File: config.mk
export PLATFORM = sky130hd
export DESIGN_NAME = sbsram_ft
export DESIGN_NICKNAME = d
export VERILOG_FILES = /design/src/rtl/sbsram_pkg.sv /design/src/rtl/sbsram_decode.sv /design/src/rtl/sbsram_burst_ctr.sv /design/src/rtl/sbsram_lanes.sv /design/src/rtl/sbsram_ft.sv
export SDC_FILE = /design/constraint.sdc
export NUM_CORES = 2
export LEC_CHECK = 0
export BUFFER_PORTS_ARGS = -buffer_cell sky130_fd_sc_hd__buf_4
export CORE_AREA = 8 8 460 462
export DETAILED_ROUTE_END_ITERATION = 12
export DIE_AREA = 0 0 468 470
export PLACE_DENSITY_LB_ADDON = 0.12
export REMOVE_ABC_BUFFERS = 1
export SLEW_MARGIN = 30
export SYNTH_ARGS = -nofsm -noshare
export SYNTH_HDL_FRONTEND = slang
export SYNTH_SLANG_ARGS = --single-unit
File: constraint.sdc
create_clock -name clk -period 6.5 [get_ports clk]
set_clock_uncertainty 0.2 [all_clocks]
set_input_delay 1.3 -clock clk [delete_from_list [all_inputs] [get_ports clk]]
set_output_delay 1.3 -clock clk [all_outputs]
set_load 0.02 [all_outputs]
File: src/rtl/sbsram_pkg.sv
package sbsram_pkg;
  typedef enum logic [1:0] {
    CYC_DESEL = 2'd0,
    CYC_BEGIN = 2'd1,
    CYC_NEXT  = 2'd2,
    CYC_HOLD  = 2'd3
  } cyc_e;
endpackage

File: src/rtl/sbsram_decode.sv
module sbsram_decode
  import sbsram_pkg::*;
#(
  parameter int LANES = 4
) (
  input  logic             sel_a_n_i,
  input  logic             sel_b_i,
  input  logic             sel_c_n_i,
  input  logic             strb_cpu_n_i,
  input  logic             strb_ctl_n_i,
  input  logic             step_n_i,
  input  logic             wr_all_n_i,
  input  logic             wr_byte_n_i,
  input  logic [LANES-1:0] lane_wr_n_i,
  output cyc_e             cyc_o,
  output logic [LANES-1:0] lane_we_o
);
  logic             selected;
  logic             cpu_start;
  logic             any_strobe;
  logic [LANES-1:0] raw_we;

  always_comb begin
    selected   = !sel_a_n_i && sel_b_i && !sel_c_n_i;
    // processor strobe only counts while the primary select is low
    cpu_start  = !strb_cpu_n_i && !sel_a_n_i;
    any_strobe = cpu_start || !strb_ctl_n_i;

    if (!wr_all_n_i)       raw_we = '1;
    else if (!wr_byte_n_i) raw_we = ~lane_wr_n_i;
    else                   raw_we = '0;

    if (any_strobe && !selected) begin
      cyc_o     = CYC_DESEL;
      lane_we_o = '0;
    end else if (cpu_start) begin
      cyc_o     = CYC_BEGIN;
      lane_we_o = '0;
    end else if (!strb_ctl_n_i) begin
      cyc_o     = CYC_BEGIN;
      lane_we_o = raw_we;
    end else begin
      cyc_o     = step_n_i ? CYC_HOLD : CYC_NEXT;
      lane_we_o = raw_we;
    end
  end
endmodule

File: src/rtl/sbsram_burst_ctr.sv
module sbsram_burst_ctr
  import sbsram_pkg::*;
#(
  parameter int ADDR_W  = 6,
  parameter int BURST_W = 2
) (
  input  logic              clk,
  input  logic              rst_n,
  input  cyc_e              cyc_i,
  input  logic [ADDR_W-1:0] ext_addr_i,
  input  logic              ilv_i,
  output logic [ADDR_W-1:0] eff_addr_o,
  output logic [ADDR_W-1:0] cur_addr_o
);
  localparam int HI_W = ADDR_W - BURST_W;

  logic [HI_W-1:0]    hi_q, hi_d;
  logic [BURST_W-1:0] start_q, start_d, cnt_q, cnt_d;
  logic               ilv_q, ilv_d;
  logic               upd_en;

  function automatic logic [BURST_W-1:0] seq_off(input logic il,
                                                  input logic [BURST_W-1:0] s,
                                                  input logic [BURST_W-1:0] c);
    return il ? (s ^ c) : (s + c);
  endfunction

  always_comb begin
    hi_d    = hi_q;
    start_d = start_q;
    cnt_d   = cnt_q;
    ilv_d   = ilv_q;
    upd_en  = 1'b0;
    case (cyc_i)
      CYC_BEGIN: begin
        hi_d    = ext_addr_i[ADDR_W-1:BURST_W];
        start_d = ext_addr_i[BURST_W-1:0];
        cnt_d   = '0;
        ilv_d   = ilv_i;
        upd_en  = 1'b1;
      end
      CYC_NEXT: begin
        cnt_d  = cnt_q + 1'b1;
        upd_en = 1'b1;
      end
      default: ;
    endcase
    cur_addr_o = {hi_q, seq_off(ilv_q, start_q, cnt_q)};
    eff_addr_o = {hi_d, seq_off(ilv_d, start_d, cnt_d)};
  end

  always_ff @(posedge clk or negedge rst_n) begin
    if (!rst_n) begin
      hi_q    <= '0;
      start_q <= '0;
      cnt_q   <= '0;
      ilv_q   <= 1'b0;
    end else if (upd_en) begin
      hi_q    <= hi_d;
      start_q <= start_d;
      cnt_q   <= cnt_d;
      ilv_q   <= ilv_d;
    end
  end


  hold_addr_chk: assert property (@(posedge clk) disable iff (!rst_n)
    (cyc_i == CYC_HOLD || cyc_i == CYC_DESEL) |=> $stable(cur_addr_o));

  begin_addr_chk: assert property (@(posedge clk) disable iff (!rst_n)
    (cyc_i == CYC_BEGIN) |=> cur_addr_o == $past(ext_addr_i));

  step_cnt_chk: assert property (@(posedge clk) disable iff (!rst_n)
    (cyc_i == CYC_NEXT) |=> (cnt_q == $past(cnt_q) + 1'b1) && $stable(hi_q));
endmodule

File: src/rtl/sbsram_lanes.sv
module sbsram_lanes #(
  parameter int ADDR_W = 6,
  parameter int LANES  = 4,
  parameter int LANE_W = 9
) (
  input  logic                    clk,
  input  logic [LANES-1:0]        we_i,
  input  logic [ADDR_W-1:0]       waddr_i,
  input  logic [LANES*LANE_W-1:0] wdata_i,
  input  logic [ADDR_W-1:0]       raddr_i,
  output logic [LANES*LANE_W-1:0] rdata_o
);
  localparam int DEPTH = 1 << ADDR_W;

  for (genvar l = 0; l < LANES; l++) begin : g_lane
    logic [LANE_W-1:0] store [DEPTH];

    always_ff @(posedge clk) begin
      if (we_i[l]) store[waddr_i] <= wdata_i[l*LANE_W +: LANE_W];
    end

    assign rdata_o[l*LANE_W +: LANE_W] = store[raddr_i];
  end
endmodule

File: src/rtl/sbsram_ft.sv
module sbsram_ft
  import sbsram_pkg::*;
#(
  parameter int ADDR_W  = 6,
  parameter int LANES   = 4,
  parameter int LANE_W  = 9,
  parameter int BURST_W = 2
) (
  input  logic                    clk,
  input  logic                    rst_n,
  input  logic [ADDR_W-1:0]       addr_i,
  input  logic [LANES*LANE_W-1:0] wdata_i,
  input  logic                    sel_a_n_i,
  input  logic                    sel_b_i,
  input  logic                    sel_c_n_i,
  input  logic                    strb_cpu_n_i,
  input  logic                    strb_ctl_n_i,
  input  logic                    step_n_i,
  input  logic                    wr_all_n_i,
  input  logic                    wr_byte_n_i,
  input  logic [LANES-1:0]        lane_wr_n_i,
  input  logic                    burst_ilv_i,
  input  logic                    out_en_n_i,
  output logic [LANES*LANE_W-1:0] rdata_o,
  output logic                    drv_o
);
  cyc_e              cyc;
  logic [LANES-1:0]  lane_we;
  logic [ADDR_W-1:0] eff_addr, cur_addr;
  logic              rd_q, rd_d;

  sbsram_decode #(.LANES(LANES)) u_dec (
    .sel_a_n_i   (sel_a_n_i),
    .sel_b_i     (sel_b_i),
    .sel_c_n_i   (sel_c_n_i),
    .strb_cpu_n_i(strb_cpu_n_i),
    .strb_ctl_n_i(strb_ctl_n_i),
    .step_n_i    (step_n_i),
    .wr_all_n_i  (wr_all_n_i),
    .wr_byte_n_i (wr_byte_n_i),
    .lane_wr_n_i (lane_wr_n_i),
    .cyc_o       (cyc),
    .lane_we_o   (lane_we)
  );

  sbsram_burst_ctr #(.ADDR_W(ADDR_W), .BURST_W(BURST_W)) u_ctr (
    .clk       (clk),
    .rst_n     (rst_n),
    .cyc_i     (cyc),
    .ext_addr_i(addr_i),
    .ilv_i     (burst_ilv_i),
    .eff_addr_o(eff_addr),
    .cur_addr_o(cur_addr)
  );

  sbsram_lanes #(.ADDR_W(ADDR_W), .LANES(LANES), .LANE_W(LANE_W)) u_mem (
    .clk    (clk),
    .we_i   (lane_we),
    .waddr_i(eff_addr),
    .wdata_i(wdata_i),
    .raddr_i(cur_addr),
    .rdata_o(rdata_o)
  );

  always_comb rd_d = (cyc != CYC_DESEL) && (lane_we == '0);

  always_ff @(posedge clk or negedge rst_n) begin
    if (!rst_n) rd_q <= 1'b0;
    else        rd_q <= rd_d;
  end

  assign drv_o = rd_q && !out_en_n_i;


  desel_nowr_chk: assert property (@(posedge clk) disable iff (!rst_n)
    (cyc == CYC_DESEL) |-> (lane_we == '0));

  desel_float_chk: assert property (@(posedge clk) disable iff (!rst_n)
    (cyc == CYC_DESEL) |=> !drv_o);

  cpu_rd_chk: assert property (@(posedge clk) disable iff (!rst_n)
    (!strb_cpu_n_i && !sel_a_n_i && sel_b_i && !sel_c_n_i) |-> (lane_we == '0));

  all_lane_chk: assert property (@(posedge clk) disable iff (!rst_n)
    (!wr_all_n_i && strb_cpu_n_i && sel_b_i && !sel_a_n_i && !sel_c_n_i) |-> (&lane_we));

  wr_float_chk: assert property (@(posedge clk) disable iff (!rst_n)
    (lane_we != '0) |=> !drv_o);

  oe_gate_chk: assert property (@(posedge clk) disable iff (!rst_n)
    drv_o |-> !out_en_n_i);
endmodule

-- Word level (Yosys, flattened, before mapping)
Memory sizes are Yosys's and may differ from the RTL's.
Cells that the tools add are included.
- multiplexer cells: 23
- equal/unequal tests: 2
- bitwise operators: 3
- $add $sub $neg: 3
- reduce and logical (&&, ||, !) cells: 16
- operators with widths (kind ; number):
    $mux 4 ; 5
    $mux 2 ; 6
    $mux 1 ; 11
    $logic_and 1x1->1 ; 6
    $logic_not 1->1 ; 6
    $add 2x2->2 ; 2
    $logic_not 4->1 ; 1
    $not 4->4 ; 1
    $pmux 2 s2 ; 1
    $xor 2x2->2 ; 2
    $add 2x1->2 const B ; 1
    $eq 2x1->1 const B ; 1
    $eq 2x2->1 const B ; 1
    $reduce_bool 2->1 ; 1
    $reduce_or 2->1 ; 1
    $logic_or 1x1->1 ; 1
- output and inout port bits: 37
- memory bits (writable): 2304
- word-level logic and storage cells: 56
- memories kept: 4
- register bits: 10
- memory list (memory ; depth ; bits a word ; rd ports ; clocked after memory_dff ; wr ports ; RTL line ; text):
    u_mem.g_lane[0].store ; 64 ; 9 ; 1 ; 0 ; 1 ; sbsram_lanes.sv:16 ; logic [LANE_W-1:0] store [DEPTH];
    u_mem.g_lane[1].store ; 64 ; 9 ; 1 ; 0 ; 1 ; sbsram_lanes.sv:16 ;
    u_mem.g_lane[2].store ; 64 ; 9 ; 1 ; 0 ; 1 ; sbsram_lanes.sv:16 ;
    u_mem.g_lane[3].store ; 64 ; 9 ; 1 ; 0 ; 1 ; sbsram_lanes.sv:16 ;

-- Logic depth before layout (Yosys ltp)
- depth after elaboration: 10
- mapped depth: 14

-- Modules after synthesis
A second synthesis with hierarchy kept.
- cell total of the unflattened synthesis: 4094
- area total of the unflattened synthesis: 89937.5 um2
- by module, submodules not included (module ; area an instance (um2) ; sequential area each (um2) ; instances ; cells an instance):
    sbsram_lanes ; 89213.1 ; 69186.4 ; 1 ; 4027
    sbsram_burst_ctr ; 571.8 ; 225.2 ; 1 ; 48
    sbsram_decode ; 101.3 ; 0.0 ; 1 ; 15
    sbsram_ft ; 51.3 ; 25.0 ; 1 ; 4

-- Least setup slack after synthesis
OpenSTA, ideal clock, no wires.
- path kind: input-to-reg
- start: input sel_a_n_i
- end: memory u_mem.g_lane[0].store[13][0] (enable)
- data arrival time: 4.753 ns
- stages on the path: 14
- path slack: 1.172 ns
- path buffers: 3
- cells stage by stage: o21ai_0 > mux2_2 > ha_1 > clkbuf_1 > buf_1 > mux2_2 > ha_1 > nor2b_1 > xnor2_1 > mux2i_1 > xor2_1 > nand3_1 > clkbuf_1 > nor2_1
- longest elaborated chain between the ends: 10
- RTL lines (item ; RTL line ; text):
    start, declared ; sbsram_ft.sv:13 ; input logic sel_a_n_i,
    $logic_not 1->1 * ; sbsram_decode.sv:24, sbsram_decode.sv:26 ;
    $logic_and 1x1->1 (2 in a row) ; sbsram_decode.sv:24 ; selected = !sel_a_n_i && sel_b_i && !sel_c_n_i;
    $logic_not 1->1 ; sbsram_decode.sv:33 ; if (any_strobe && !selected) begin
    $logic_and 1x1->1 ; sbsram_decode.sv:33 ;
    $mux 2 * ; sbsram_decode.sv:33 ;
    $eq 2x1->1 * ; sbsram_burst_ctr.sv:34 ; case (cyc_i)
    $mux 2 * ; sbsram_burst_ctr.sv:34 ;
    via u_ctr.start_d[0] ; sbsram_burst_ctr.sv:18 ; logic [BURST_W-1:0] start_q, start_d, cnt_q, cnt_d;
    $add 2x2->2 or $xor 2x2->2 (tied branches) ; sbsram_burst_ctr.sv:25 ; return il ? (s ^ c) : (s + c);
    $mux 2 * ; sbsram_burst_ctr.sv:25 ;
    end, declared ; sbsram_lanes.sv:16 ;
Mark *: on every way through the listed nets, which the timed path passes. The rest lies on a longest branch.

-- Worst setup path after layout
- start: register u_ctr.cnt_q[0]
- end: output rdata_o[1]
- longest elaborated chain between the ends: 3
- RTL lines (item ; RTL line ; text):
    start, declared ; sbsram_burst_ctr.sv:18 ;
    start signal, assigned ; sbsram_burst_ctr.sv:61 ; cnt_q <= cnt_d;
    $add 2x2->2 or $xor 2x2->2 (tied branches) ; sbsram_burst_ctr.sv:25 ;
    $mux 2 * ; sbsram_burst_ctr.sv:25 ;
    $mem_v2 64x9 * ; n/a ;
    end, declared ; sbsram_ft.sv:24 ; output logic [LANES*LANE_W-1:0] rdata_o,
Every way passes the cells marked *; elsewhere a longest branch is shown, timed or not.

==> impl_metrics.env <==
export IMPL_yosysTopAreaCell="edfxtp_1"
export IMPL_placed_area_mm2=0.0965
export IMPL_layout_setup_ws_ns=0.282
export IMPL_r2r_end="u_mem.g_lane[0].store[42][8]"
export IMPL_vias_per_cell=6.08
export IMPL_core_area_mm2=0.204
export IMPL_reg2reg_slack_ns=2.31
export IMPL_hold_class="in -> async"
export IMPL_h_tree_depth=4
export IMPL_postSynthAreaPerCell_um2=17.3
export IMPL_end_kind="output port"
export IMPL_drc=0
export IMPL_fin_nets=5553
export IMPL_drive_gt1_share_pct=18.3
export IMPL_clk_latency_ns=0.84
export IMPL_start_kind="flop"
export IMPL_ant_nets=0
export IMPL_synth_area_mm2=0.0915
export IMPL_synth_top_flop_cell="edfxtp_1"
export IMPL_routed_wl_um=260000
export IMPL_maxCapViolCount=0
export IMPL_multi_input_area_mm2=0.0208
export IMPL_wl_per_cell_um=31.0
export IMPL_synthArstFlopShare_pct=0.432
export IMPL_syn_instance_count=5285
export IMPL_start_util_pct=44.9
export IMPL_io_buffers=94
export IMPL_synth_edf_count=2304
export IMPL_setup_viol=0
export IMPL_grt_pass1_vias=50803
export IMPL_finalSetupTns_ns=0
export IMPL_cts_buffers=231
export IMPL_worst_slew_pin_slew_ns=1.01
export IMPL_required_ns=5.00
export IMPL_power_density_mw_per_mm2=437
export IMPL_worstSetupStartpoint="u_ctr.cnt_q[0]"
export IMPL_yosysTopAreaCellShare_pct=75.6
export IMPL_ys_warnings_count=0
export IMPL_status="completed"
export IMPL_finalInstanceArea_mm2=0.104
export IMPL_synth_seq_cells=2314
export IMPL_grt_use_total_pct=23.2
export IMPL_vias=51044
export IMPL_area_growth_pct=13.7
export IMPL_grt_max_degree=94
export IMPL_maxSlewHeadroom_pct=32.8
export IMPL_dr_pass1_iters=6
export IMPL_cts_tree="done"
export IMPL_grt_overflow=0
export IMPL_cts_resized_gates=0
export IMPL_dp_hpwl_um=152000
export IMPL_synth_distinct_cells=50
export IMPL_antenna_found_initial=11
export IMPL_crit_path_max_fanout=33
export IMPL_yosysSeqAreaShare_pct=75.9
export IMPL_postCtsHoldBufs=0
export IMPL_root_buffer="clkbuf_16"
export IMPL_seq_area_mm2=0.0694
export IMPL_fin_crit_ns=6.22
export IMPL_globalplace_congestion=0.815
export IMPL_peakVddDrop_uv=336
export IMPL_dieArea_mm2=0.220
export IMPL_critPathMaxStageDelay_ns=0.89
export IMPL_worstPathArrival_ns=4.72
export IMPL_hold_viol_final=0
export IMPL_cp_common_cell="buf_4"
export IMPL_netlist_top_cells_count="edfxtp_1, nand2_1, nor2_1, mux4_2, mux2i_1"
export IMPL_fin_crit_sh_pct=95.7
export IMPL_path_class="reg -> out"
export IMPL_die_h_um=470
export IMPL_place_ws_ns=0.448
export IMPL_clockBufferDepth=3
export IMPL_slew_violations=0
export IMPL_ff2ff_path_depth=10
export IMPL_drt_first_iter_violations=5770
export IMPL_timing_fmax_mhz=161
export IMPL_rows=166
export IMPL_postCtsSetupRepairBufs=0
export IMPL_yosysMostFrequentCell="edfxtp_1"
export IMPL_rsz0062_at_grt="no"
export IMPL_nFillCells=16710
export IMPL_pin_count=95
export IMPL_chipWidth_um=468
export IMPL_slowest_stage="o41ai_1"
export IMPL_cts_sinks=2314
export IMPL_path_cells="ha_4 -> nand2b_1 -> xnor2_4 -> buf_12 -> buf_4 -> buf_4 -> o221ai_1 -> a21oi_1 -> o41ai_1 -> a22oi_1 -> buf_4"
export IMPL_p_leak_nw=33.3
export IMPL_r2r_start="u_ctr.cnt_q[0]"
export IMPL_synth_area_leaders="edfxtp_1, mux4_2, mux2i_1"
export IMPL_clkSlewWorstSetupHoldPaths_ns=0.06
export IMPL_grt_pass1_wl_um=373000
-- routing by layer --
layer	GRT usage, %	up-vias	part of all wire, %	wire length [µm]
met4	7.57	4	3.2	8290
met3	4.30	416	7.8	20300
li1	-	21574	-	-
met5	0	-	0.012	31
met2	35.9	2320	46	121000
met1	33.4	26730	43	111000
-- layout make-up --
type	count	area share, %
diodes	29	0.0698
well taps	2688	3.23
multi-input cells	2609	20.0
flip-flops and latches	2314	66.8
clock inverters	144	1.26
inverters	6	0.0253
repair buffers	329	2.78
clock buffers	282	5.84
-- logic make-up after synthesis --
logic type / share of synthesized area [%]
adders and majority gates: 0.0547
DFF: 75.9
xor gates and xnor gates: 0.0916
and+or+nand+nor: 5.61
AOI/OAI and AO/OA: 5.43
buffers and inverters: 1.59
muxes: 11.3
-- layout by cell type (no fill, tap or decap), types with 39 or more instances in the layout --
cell type and instances:
a21oi_1 100, a221oi_1 57, a31oi_1 92, buf_4 295, clkbuf_1 46, clkbuf_16 236, clkinv_1 53, clkinv_2 39
edfxtp_1 2304, mux2i_1 279, mux4_2 323, nand2_1 609, nand3_1 88, nor2_1 568, o221ai_1 157, o41ai_1 40
-- report_power, final --
group	total (W)	leakage (nW)	switching [W]	internal, W
logic	0.0155	8.87	0.0100	0.00543
clock network	0.0131	3.58	0.00567	0.00746
registers	0.0169	20.8	0.000165	0.0167
total	0.0454	33.3	0.0159	0.0296
-- critical path, delay by kind of cell, from the launching register on --
kind                       cells  cell delay [ns]
adders and majority gates      1             0.19
AOI/OAI and AO/OA              4             1.61
DFF                            1             0.46
buffers and inverters          4             0.95
and+or+nand+nor                1             0.44
xor gates and xnor gates       1             0.16
-- sequential cells by signal, summed over array words and instances, names as in the netlist --
signal / flops
u_mem.g_lane.store: 2304
u_ctr.cnt_q: 2
u_ctr.hi_q: 4
rd_q: 1
u_ctr.ilv_q: 1
u_ctr.start_q: 2
-- stage by stage --
step	cells	hold slack (ns)	power (W)	util, %
CTS	8372	0.0217	0.0457	51.0
floorplan	4929	0.295	0.0266	-
global placement	7946	0.328	0.0326	47.3
detailed placement	7946	0.340	0.0327	47.3
finish	8401	0.0850	0.0454	51.0
global route	8395	0.0482	0.0470	51.0
-- worst max-delay path by stage --
stage	end	slack [ns]
detailed placement	u_mem.g_lane[0].store[42][6]	0.45
finish	rdata_o[1]	0.28
global placement	u_mem.g_lane[2].store[18][5]	0.32
global route	rdata_o[1]	0.08
CTS	rdata_o[1]	0.22
floorplan	rdata_o[0]	-22.51
(Power assumes the default switching activity.)
